$ cat config.mk
export PLATFORM = sky130hd
export DESIGN_NAME = spim_txn_seq
export DESIGN_NICKNAME = d
export VERILOG_FILES = /design/src/rtl/spim_seq_pkg.sv /design/src/rtl/spim_dly_timer.sv /design/src/rtl/spim_char_ctr.sv /design/src/rtl/spim_sel_drv.sv /design/src/rtl/spim_txn_seq.sv
export SDC_FILE = /design/constraint.sdc
export NUM_CORES = 1
export LEC_CHECK = 0
export CAP_MARGIN = 25
export CORE_MARGIN = 8
export CORE_UTILIZATION = 50
export DETAILED_ROUTE_END_ITERATION = 10
export MAX_ROUTING_LAYER = met4
export PLACE_DENSITY = 0.92
export RECOVER_POWER = 100
export SYNTH_ARGS = -nofsm -noshare
export SYNTH_HDL_FRONTEND = slang
export SYNTH_SLANG_ARGS = --single-unit
$ cat constraint.sdc
create_clock -name clk -period 3 [get_ports clk]
set_clock_uncertainty 0.15 [all_clocks]
set_input_delay 0.3 -clock clk [delete_from_list [all_inputs] [get_ports clk]]
set_output_delay 0.3 -clock clk [all_outputs]
set_load 0.05 [all_outputs]
$ cat src/rtl/spim_seq_pkg.sv
package spim_seq_pkg;
  typedef enum logic [2:0] {
    SQ_IDLE,
    SQ_LEAD,
    SQ_SHIFT,
    SQ_TRAIL,
    SQ_GAP
  } sq_state_t;
endpackage

$ cat src/rtl/spim_dly_timer.sv
module spim_dly_timer #(
  parameter int DLY_W = 8
) (
  input  logic             clk,
  input  logic             rst,
  input  logic             clr,
  input  logic             load,
  input  logic [DLY_W-1:0] val,
  output logic             expire
);
  localparam int CW = DLY_W + 1;
  localparam logic [CW-1:0] FULL = CW'(1) << DLY_W;

  logic [CW-1:0] cnt;

  // A zero field encodes the full range.
  always_ff @(posedge clk) begin
    if (rst || clr)
      cnt <= '0;
    else if (load)
      cnt <= (val == '0) ? FULL : {1'b0, val};
    else if (cnt != '0)
      cnt <= cnt - 1'b1;
  end

  // Fires in the last cycle of the window, so the owner switches state after exactly N cycles.
  assign expire = (cnt == CW'(1));

  a_r3_timer_in_range: assert property (@(posedge clk) disable iff (rst)
    cnt <= FULL);
  a_r5_load_arms: assert property (@(posedge clk) disable iff (rst)
    (load && !clr) |=> (cnt != '0));
endmodule

$ cat src/rtl/spim_char_ctr.sv
module spim_char_ctr #(
  parameter int CNT_W = 16
) (
  input  logic             clk,
  input  logic             rst,
  input  logic             clr,
  input  logic             load,
  input  logic [CNT_W-1:0] val,
  input  logic             dec,
  output logic             last
);
  localparam int RW = CNT_W + 1;
  localparam logic [RW-1:0] FULL = RW'(1) << CNT_W;

  logic [RW-1:0] rem;

  always_ff @(posedge clk) begin
    if (rst || clr)
      rem <= '0;
    else if (load)
      rem <= (val == '0) ? FULL : {1'b0, val};
    else if (dec && rem != '0)
      rem <= rem - 1'b1;
  end

  assign last = (rem == RW'(1));

  a_r4_no_underflow: assert property (@(posedge clk) disable iff (rst || clr)
    dec |-> (rem != '0));
endmodule

$ cat src/rtl/spim_sel_drv.sv
module spim_sel_drv #(
  parameter int NSEL = 4
) (
  input  logic            clk,
  input  logic            rst,
  input  logic            act_nxt,
  input  logic            mask_load,
  input  logic [NSEL-1:0] mask_in,
  input  logic [NSEL-1:0] pol,
  output logic [NSEL-1:0] sel_out,
  output logic            act,
  output logic            rise,
  output logic            fall
);
  logic [NSEL-1:0] mask_q;
  logic [NSEL-1:0] mask_nxt;
  logic            act_q;
  logic            rise_q;
  logic            fall_q;

  assign mask_nxt = mask_load ? mask_in : mask_q;

  always_ff @(posedge clk) begin
    if (rst) begin
      act_q  <= 1'b0;
      mask_q <= '0;
      rise_q <= 1'b0;
      fall_q <= 1'b0;
    end else begin
      act_q  <= act_nxt;
      mask_q <= mask_nxt;
      rise_q <= act_nxt & ~act_q;
      fall_q <= ~act_nxt & act_q;
    end
  end

  for (genvar i = 0; i < NSEL; i++) begin : g_line
    logic pin_q;
    // Active level equals the polarity bit, inactive level is its inverse.
    always_ff @(posedge clk) begin
      if (rst)
        pin_q <= ~pol[i];
      else
        pin_q <= ~(pol[i] ^ (act_nxt & mask_nxt[i]));
    end
    assign sel_out[i] = pin_q;
  end

  assign act  = act_q;
  assign rise = rise_q;
  assign fall = fall_q;

  a_r9_events_exclusive: assert property (@(posedge clk) disable iff (rst)
    !(rise_q && fall_q));
  a_r9_rise_single: assert property (@(posedge clk) disable iff (rst)
    rise_q |=> !rise_q);
  a_r9_fall_single: assert property (@(posedge clk) disable iff (rst)
    fall_q |=> !fall_q);
  a_r9_rise_tracks_act: assert property (@(posedge clk) disable iff (rst)
    rise_q |-> act_q);
endmodule

$ cat src/rtl/spim_txn_seq.sv
module spim_txn_seq
  import spim_seq_pkg::*;
#(
  parameter int NUM_SEL = 4,
  parameter int CNT_W   = 16,
  parameter int DLY_W   = 8
) (
  input  logic               clk,
  input  logic               rst,
  input  logic               enable,
  input  logic               start,
  input  logic               tx_empty,
  input  logic [CNT_W-1:0]   char_count,
  input  logic [DLY_W-1:0]   pre_dly,
  input  logic [DLY_W-1:0]   post_dly,
  input  logic [DLY_W-1:0]   gap_dly,
  input  logic [NUM_SEL-1:0] sel_mask,
  input  logic [NUM_SEL-1:0] sel_pol,
  input  logic               hold_sel,
  input  logic               char_done,
  output logic [NUM_SEL-1:0] sel_out,
  output logic               shift_en,
  output logic               busy,
  output logic               done,
  output logic               sel_rise,
  output logic               sel_fall
);
  sq_state_t        st, st_n;
  logic             busy_q, busy_n;
  logic             shift_q, shift_n;
  logic             done_q, done_n;
  logic             act_q, act_n;
  logic             t_load, t_exp;
  logic [DLY_W-1:0] t_val;
  logic             c_load, c_dec, c_last;
  logic             m_load;

  spim_dly_timer #(.DLY_W(DLY_W)) u_timer (
    .clk    (clk),
    .rst    (rst),
    .clr    (~enable),
    .load   (t_load),
    .val    (t_val),
    .expire (t_exp)
  );

  assign c_dec = enable && (st == SQ_SHIFT) && char_done;

  spim_char_ctr #(.CNT_W(CNT_W)) u_chars (
    .clk  (clk),
    .rst  (rst),
    .clr  (~enable),
    .load (c_load),
    .val  (char_count),
    .dec  (c_dec),
    .last (c_last)
  );

  spim_sel_drv #(.NSEL(NUM_SEL)) u_sel (
    .clk       (clk),
    .rst       (rst),
    .act_nxt   (act_n),
    .mask_load (m_load),
    .mask_in   (sel_mask),
    .pol       (sel_pol),
    .sel_out   (sel_out),
    .act       (act_q),
    .rise      (sel_rise),
    .fall      (sel_fall)
  );

  always_comb begin
    st_n    = st;
    busy_n  = busy_q;
    shift_n = shift_q;
    done_n  = 1'b0;
    act_n   = act_q;
    t_load  = 1'b0;
    t_val   = pre_dly;
    c_load  = 1'b0;
    m_load  = 1'b0;
    if (!enable) begin
      st_n    = SQ_IDLE;
      busy_n  = 1'b0;
      shift_n = 1'b0;
      act_n   = 1'b0;
    end else begin
      unique case (st)
        SQ_IDLE: if (start) begin
          st_n   = SQ_LEAD;
          busy_n = 1'b1;
          act_n  = 1'b1;
          m_load = !act_q;
          t_load = 1'b1;
          t_val  = pre_dly;
          c_load = 1'b1;
        end
        SQ_LEAD: if (t_exp) begin
          st_n    = SQ_SHIFT;
          shift_n = 1'b1;
        end
        SQ_SHIFT: if (char_done && c_last) begin
          st_n    = SQ_TRAIL;
          shift_n = 1'b0;
          t_load  = 1'b1;
          t_val   = post_dly;
        end
        SQ_TRAIL: if (t_exp) begin
          if (!hold_sel) act_n = 1'b0;
          if (tx_empty) begin
            st_n   = SQ_IDLE;
            busy_n = 1'b0;
            done_n = 1'b1;
          end else begin
            st_n   = SQ_GAP;
            t_load = 1'b1;
            t_val  = gap_dly;
          end
        end
        SQ_GAP: if (t_exp) begin
          st_n   = SQ_LEAD;
          act_n  = 1'b1;
          m_load = !act_q;
          t_load = 1'b1;
          t_val  = pre_dly;
          c_load = 1'b1;
        end
        default: st_n = SQ_IDLE;
      endcase
    end
  end

  always_ff @(posedge clk) begin
    if (rst) begin
      st      <= SQ_IDLE;
      busy_q  <= 1'b0;
      shift_q <= 1'b0;
      done_q  <= 1'b0;
    end else begin
      st      <= st_n;
      busy_q  <= busy_n;
      shift_q <= shift_n;
      done_q  <= done_n;
    end
  end

  assign busy     = busy_q;
  assign shift_en = shift_q;
  assign done     = done_q;

  a_r4_shift_within_busy: assert property (@(posedge clk) disable iff (rst)
    shift_en |-> busy);
  a_r3_shift_follows_lead: assert property (@(posedge clk) disable iff (rst)
    $rose(shift_en) |-> ($past(st) == SQ_LEAD));
  a_r6_done_ends_busy: assert property (@(posedge clk) disable iff (rst)
    done |-> (!busy && $past(busy)));
  a_r6_done_single: assert property (@(posedge clk) disable iff (rst)
    done |=> !done);
  a_r10_abort_idles: assert property (@(posedge clk) disable iff (rst)
    !enable |=> (!busy && !shift_en && !done));
  a_r2_rise_while_busy: assert property (@(posedge clk) disable iff (rst)
    sel_rise |-> busy);
endmodule

* After elaboration in Yosys (flattened, before gate mapping)
Index checks and enable logic that the tools add are counted.
** Storage, ports and cells
- Flip-flop bits (word level) :: 43
- Output and inout bits :: 9
- Logic and storage cells :: 121
** Operators by class
- Add/subtract/negate cells :: 2
- Equal/unequal tests :: 12
- Mux-type cells :: 50
- Bitwise gates (word level) :: 23
- Reductions and logical operators :: 20
** Operator list (count)
- 17-bit 2-to-1 mux :: 3
- 8-bit 2-to-1 mux :: 4
- 9-bit 2-to-1 mux :: 3
- 1-bit 2-to-1 mux :: 25
- 3-bit 2-to-1 mux :: 6
- 17-bit by 1-bit == test with 1-bit output, second input constant :: 1
- 17-bit nonzero test :: 1
- 17-bit by 1-bit subtractor with 17-bit output, second input constant :: 1
- 16-bit zero test :: 1
- 8-bit one-hot mux with 2 select lines :: 1
- 3-bit one-hot mux with 5 select lines :: 1
- 1-bit NOT :: 13
- 2-bit inequality test, second input constant :: 5
- 9-bit by 1-bit == test with 1-bit output, second input constant :: 1
- 9-bit nonzero test :: 1
- 9-bit by 1-bit subtractor with 9-bit output, second input constant :: 1
- 8-bit zero test :: 1
- 1-bit one-hot mux with 2 select lines :: 4
- 2-bit nonzero test :: 4
- 1-bit AND :: 6
- 3-bit by 2-bit == test with 1-bit output, second input constant :: 2
- 5-bit AND reduction :: 1
- 1-bit logical AND :: 4
- 4-bit 2-to-1 mux :: 1
- other kinds (13) :: 16

* Depth between registers and ports, before layout
- Depth after elaboration :: 9
- Gate-level depth with buffers :: 10
- Gate-level depth less buffers :: 9

* Modules after synthesis
Synthesis repeated with hierarchy kept, for this count alone.
** Unflattened totals
- Cells, all modules :: 303
- Area total of the unflattened synthesis :: 2635.0 um^2
** Modules (own cells, without submodules)
- spim_char_ctr :: instances 1, cells each 137, area each 1139.8 um^2
- spim_txn_seq :: instances 1, cells each 67, area each 575.6 um^2
- spim_dly_timer :: instances 1, cells each 63, area each 535.5 um^2
- spim_sel_drv :: instances 1, cells each 36, area each 384.1 um^2

* Worst setup path before layout
No wires, ideal clock.
- Path type :: flip-flop to flip-flop
- From :: reg u_timer.cnt[1]
- To :: reg u_timer.cnt[8]
- Library setup time :: 0.084 ns
- Data arrival time :: 2.520 ns
- Slack :: 0.245 ns
- Cell stages (with the launch flop) :: 10
- Path buffers :: 0
- Clock period less this slack :: 2.755 ns
- Cell sequence :: dfxtp_1 > inv_1 > ha_1 > or4b_1 > nor3_4 > mux2i_1 > a222oi_1 > a2bb2oi_1 > or4b_1 > o31ai_2
** On the way
- Cells in the longest elaborated chain, start to end :: 7
** RTL lines
- from (decl) :: line spim_dly_timer.sv:14 : logic [CW-1:0] cnt;
- from (signal assigned) :: line spim_dly_timer.sv:21 : cnt <= (val == '0) ? FULL : {1'b0, val};
- from (signal assigned) :: line spim_dly_timer.sv:23 : cnt <= cnt - 1'b1;
- 9-bit by 1-bit == test with 1-bit output :: line spim_dly_timer.sv:27 : assign expire = (cnt == CW'(1));
- 8-bit 2-to-1 mux :: line spim_txn_seq.sv:108 : SQ_TRAIL: if (t_exp) begin
- 8-bit one-hot mux with 2 select lines :: line spim_txn_seq.sv:88 : unique case (st)
- 8-bit 2-to-1 mux :: line spim_txn_seq.sv:82 : if (!enable) begin
- 8-bit zero test :: line spim_dly_timer.sv:21
- 9-bit 2-to-1 mux :: line spim_dly_timer.sv:21
- 9-bit 2-to-1 mux :: line spim_dly_timer.sv:20 : else if (load)
Several ways; a longest one is shown, not always the timed one. The select of a mux whose other input is x is not followed.
A chain may end at the register's enable or synchronous reset.

* Worst setup path in the final report
- From :: reg u_timer.cnt[0]
- To :: reg u_timer.cnt[8]
Same word-level chain as after synthesis.

==> run metrics <==
outcome complete, no violations; 1st-iter DRT viols ~260; CP endpoint kind register; row cnt 26; Vias a little under 3000; P_sw 0.553 mW; setup ws final between 0.07 and 0.08 ns; Nets 450; maximum vdd drop 0.000332 V; path category of the worst min-delay check register to register; TritonCTS buffer count 5; total gr overflow 0; period utilization roughly 98%; synth top area cells dfxtp_1, nor2_1, mux2i_1; Post-synth EDFFs 0; Initial Utilization roughly half; YS warnings 0; Critical-path top delay cell or4b_4; CP Launch Type register; Achievable Freq approximately 340 MHz; worst-path maximum fanout 6; Crit path largest cell delay 0.51 ns; GRT met3 Usage roughly 5.3%; I/O pin count 64; Worst-path clk slew around 0.090 ns; die area between 0.007 and 0.008 mm^2; CP Data Required Time roughly 3.1 ns; Net Sw Frac 32.5%; dpl hpwl 6.09 mm; Pwr per Cell Area ~480 mW/mm^2; Clock Power Share approximately 28%; Final ANT Viol Nets 0; Crit Path Class register to register; vias in the first global route 2801; DRT Pass-1 Iters 7; Leakage Power between 1 and 1.5 nW; Port Buffers 63; Comb pwr share roughly 34%; Final Setup Violations 0; grt met2 use between 30 and 40%; Mapped Avg Cell Area between 8 and 9 um^2; Final Max Slew Viols 0; gr busiest metal met2; post-synthesis sequential area ratio between 30 and 40%; first-pass GRT wire length between 10 and 15 mm; Layout area overhead 33.9%; share of layout cells above drive strength 1 10.0%; commonest non-fill, non-tap cell in the layout clkdlybuf4s50_1; Synth area leader dfxtp_1; minimum clock period around 2.9 ns; synthesized cell area about 0.0026 mm^2; critical path arrival 3.00 ns; largest net degree at the start of global routing 26; core area ~0.005 mm^2; CTS Buffer Depth 2; Root Buffer clkbuf_8; post-DR vias/cell ~6.3; Die X 88.6 um; highest-count cells in the layout ignoring fill and taps clkdlybuf4s50_1, dfxtp_1, nor2_1; post-layout util roughly 69%; GRT Total Usage between 20% and 30%; met1 Resource Use GR roughly a quarter; Pwr Total about 1.7 mW; Int Power about 1.1 mW; Net Count, Synth just under 400; Synth Flop Type dfxtp_1; Synth async-reset ratio 0%; Final Hold Fails 0; synthesized instance count around 320; #FFs+latches synth 43; Die Y slightly below 90 um; insertion delay to the later sink of the worst-skew pair 0.30 ns; max cap viols 0; share of the synthesized area in the top cell type between 30% and 40%; average wire per standard cell about 18 um; Seq pwr share 38.6%; CTS H-tree depth 2; routed wire length 8.27 mm; drt drc 0; Slew @ Worst Pin roughly 0.74 ns; filler instances 392; RD Place Congestion 0.928; Worst path most repeated cell or4b_4; Worst slew margin 50.3%; clock sink count 43; initial antenna violation count 0; Netlist cell types 58; CTS tree done; CP cell instances ha_1, or4b_4, nor3_4, buf_12, mux2i_1, a222oi_1, a2bb2oi_1, or4b_4, o31ai_4; area occupied by registers 861 um^2; multi-input logic area 0.00165 mm^2; pre-CTS WS ~0.024 ns; diode count 0
[routing by layer]
layer / routed length (um) / up-vias
met5: 0 / -
met4: 376 / 0
met3: 818 / 51
met2: 3980 / 202
met1: 3100 / 1323
li1: - / 1329
[kinds of logic (layout without fill, tap and decap cells)]
family,count (synthesis),in the layout,synth area share (%)
AOI/OAI and AO/OA,78,78,21.0
xor gates and xnor gates,22,22,7.31
adders and majority gates,6,6,2.85
buffers and inverters,36,102,5.74
DFF,43,43,32.7
muxes,12,12,4.56
and+or+nand+nor,127,127,25.9
[final cells by class]
cell class,count,share of cell area [%]
multi-input cells,245,46.7
well taps,70,2.48
repair buffers,78,21.4
flip-flops and latches,43,24.4
clock buffers,6,2.34
clock inverters,2,0.992
inverters,16,1.70
[flip-flops by register name, indices dropped and copies added, names as in the netlist]
register and flops:
busy 1, done 1, shift_en 1, st 3
u_chars.rem 17, u_sel.act 1, u_sel.fall 1, u_sel.g_line.pin_q 4
u_sel.mask_q 4, u_sel.rise 1, u_timer.cnt 9
[power groups by stage]
stage	clock [mW]	combinational, mW	sequential, mW
floorplan	0	0.368	0.659
global placement	0	0.524	0.662
detailed placement	0	0.541	0.666
CTS	0.482	0.546	0.653
global route	0.511	0.622	0.661
finish	0.474	0.570	0.657
[path summary, 6_finish.rpt]
| kind | cells past startpoint | startpoint | end | slack [ns] |
|---|---|---|---|---|
| max | 9 | u_timer.cnt[0] | u_timer.cnt[8] | 0.07 |
| max reg2reg | 9 | u_timer.cnt[0] | u_timer.cnt[8] | 0.07 |
| min reg2reg | 2 | busy | busy | 0.35 |
| min | 2 | busy | busy | 0.35 |
[cell usage after synthesis, types with 2 or more instances]
| cell type | number |
|---|---|
| dfxtp_1 | 43 |
| o211ai_1 | 3 |
| o21ai_0 | 6 |
| a32oi_1 | 2 |
| nand3_1 | 5 |
| buf_1 | 3 |
| or4b_1 | 3 |
| o41ai_1 | 2 |
| xnor2_1 | 13 |
| nand2_1 | 28 |
| a22oi_1 | 2 |
| buf_4 | 4 |
| nor3_1 | 12 |
| nand2b_1 | 2 |
| a2bb2oi_1 | 2 |
| nor4b_1 | 2 |
| nor2b_1 | 2 |
| or3_1 | 3 |
| nor2_1 | 38 |
| a222oi_1 | 6 |
| inv_1 | 15 |
| a21oi_1 | 22 |
| a31oi_1 | 5 |
| mux2i_1 | 12 |
| o31ai_1 | 5 |
| nor4_1 | 11 |
| xor2_1 | 9 |
| nand3b_1 | 2 |
| or4_1 | 3 |
| o2bb2ai_1 | 4 |
| clkbuf_1 | 12 |
| ha_1 | 6 |
| nand4_1 | 3 |
| a211oi_1 | 10 |
[stage by stage]
| stage | hold WS, ns | std cells | setup TNS (ns) | instance area, um^2 |
|---|---|---|---|---|
| global placement | 0.317 | 451 | 0 | 3370 |
| detailed placement | 0.319 | 451 | 0 | 3370 |
| finish | 0.346 | 460 | 0 | 3530 |
| floorplan | 0.222 | 324 | 0 | 2640 |
| CTS | 0.340 | 459 | 0 | 3490 |
| global route | 0.379 | 460 | -0.0195 | 3530 |
[worst max-delay path, delay by kind of cell, from the launching register on]
family / cells / cell delay, ns
fa+ha+maj: 1 / 0.20
compound gates: 3 / 0.69
simple gates: 3 / 1.20
mux: 1 / 0.07
flops: 1 / 0.40
buf+inv: 1 / 0.15
[what timing repair did]
action / 4_1_cts / 5_1_grt
hold buffers: 0 / 0
setup buffers: 0 / 1
setup endpoints to repair: 0 / 9
gates resized for setup: 0 / 6
Power figures use the tool's default switching activity.
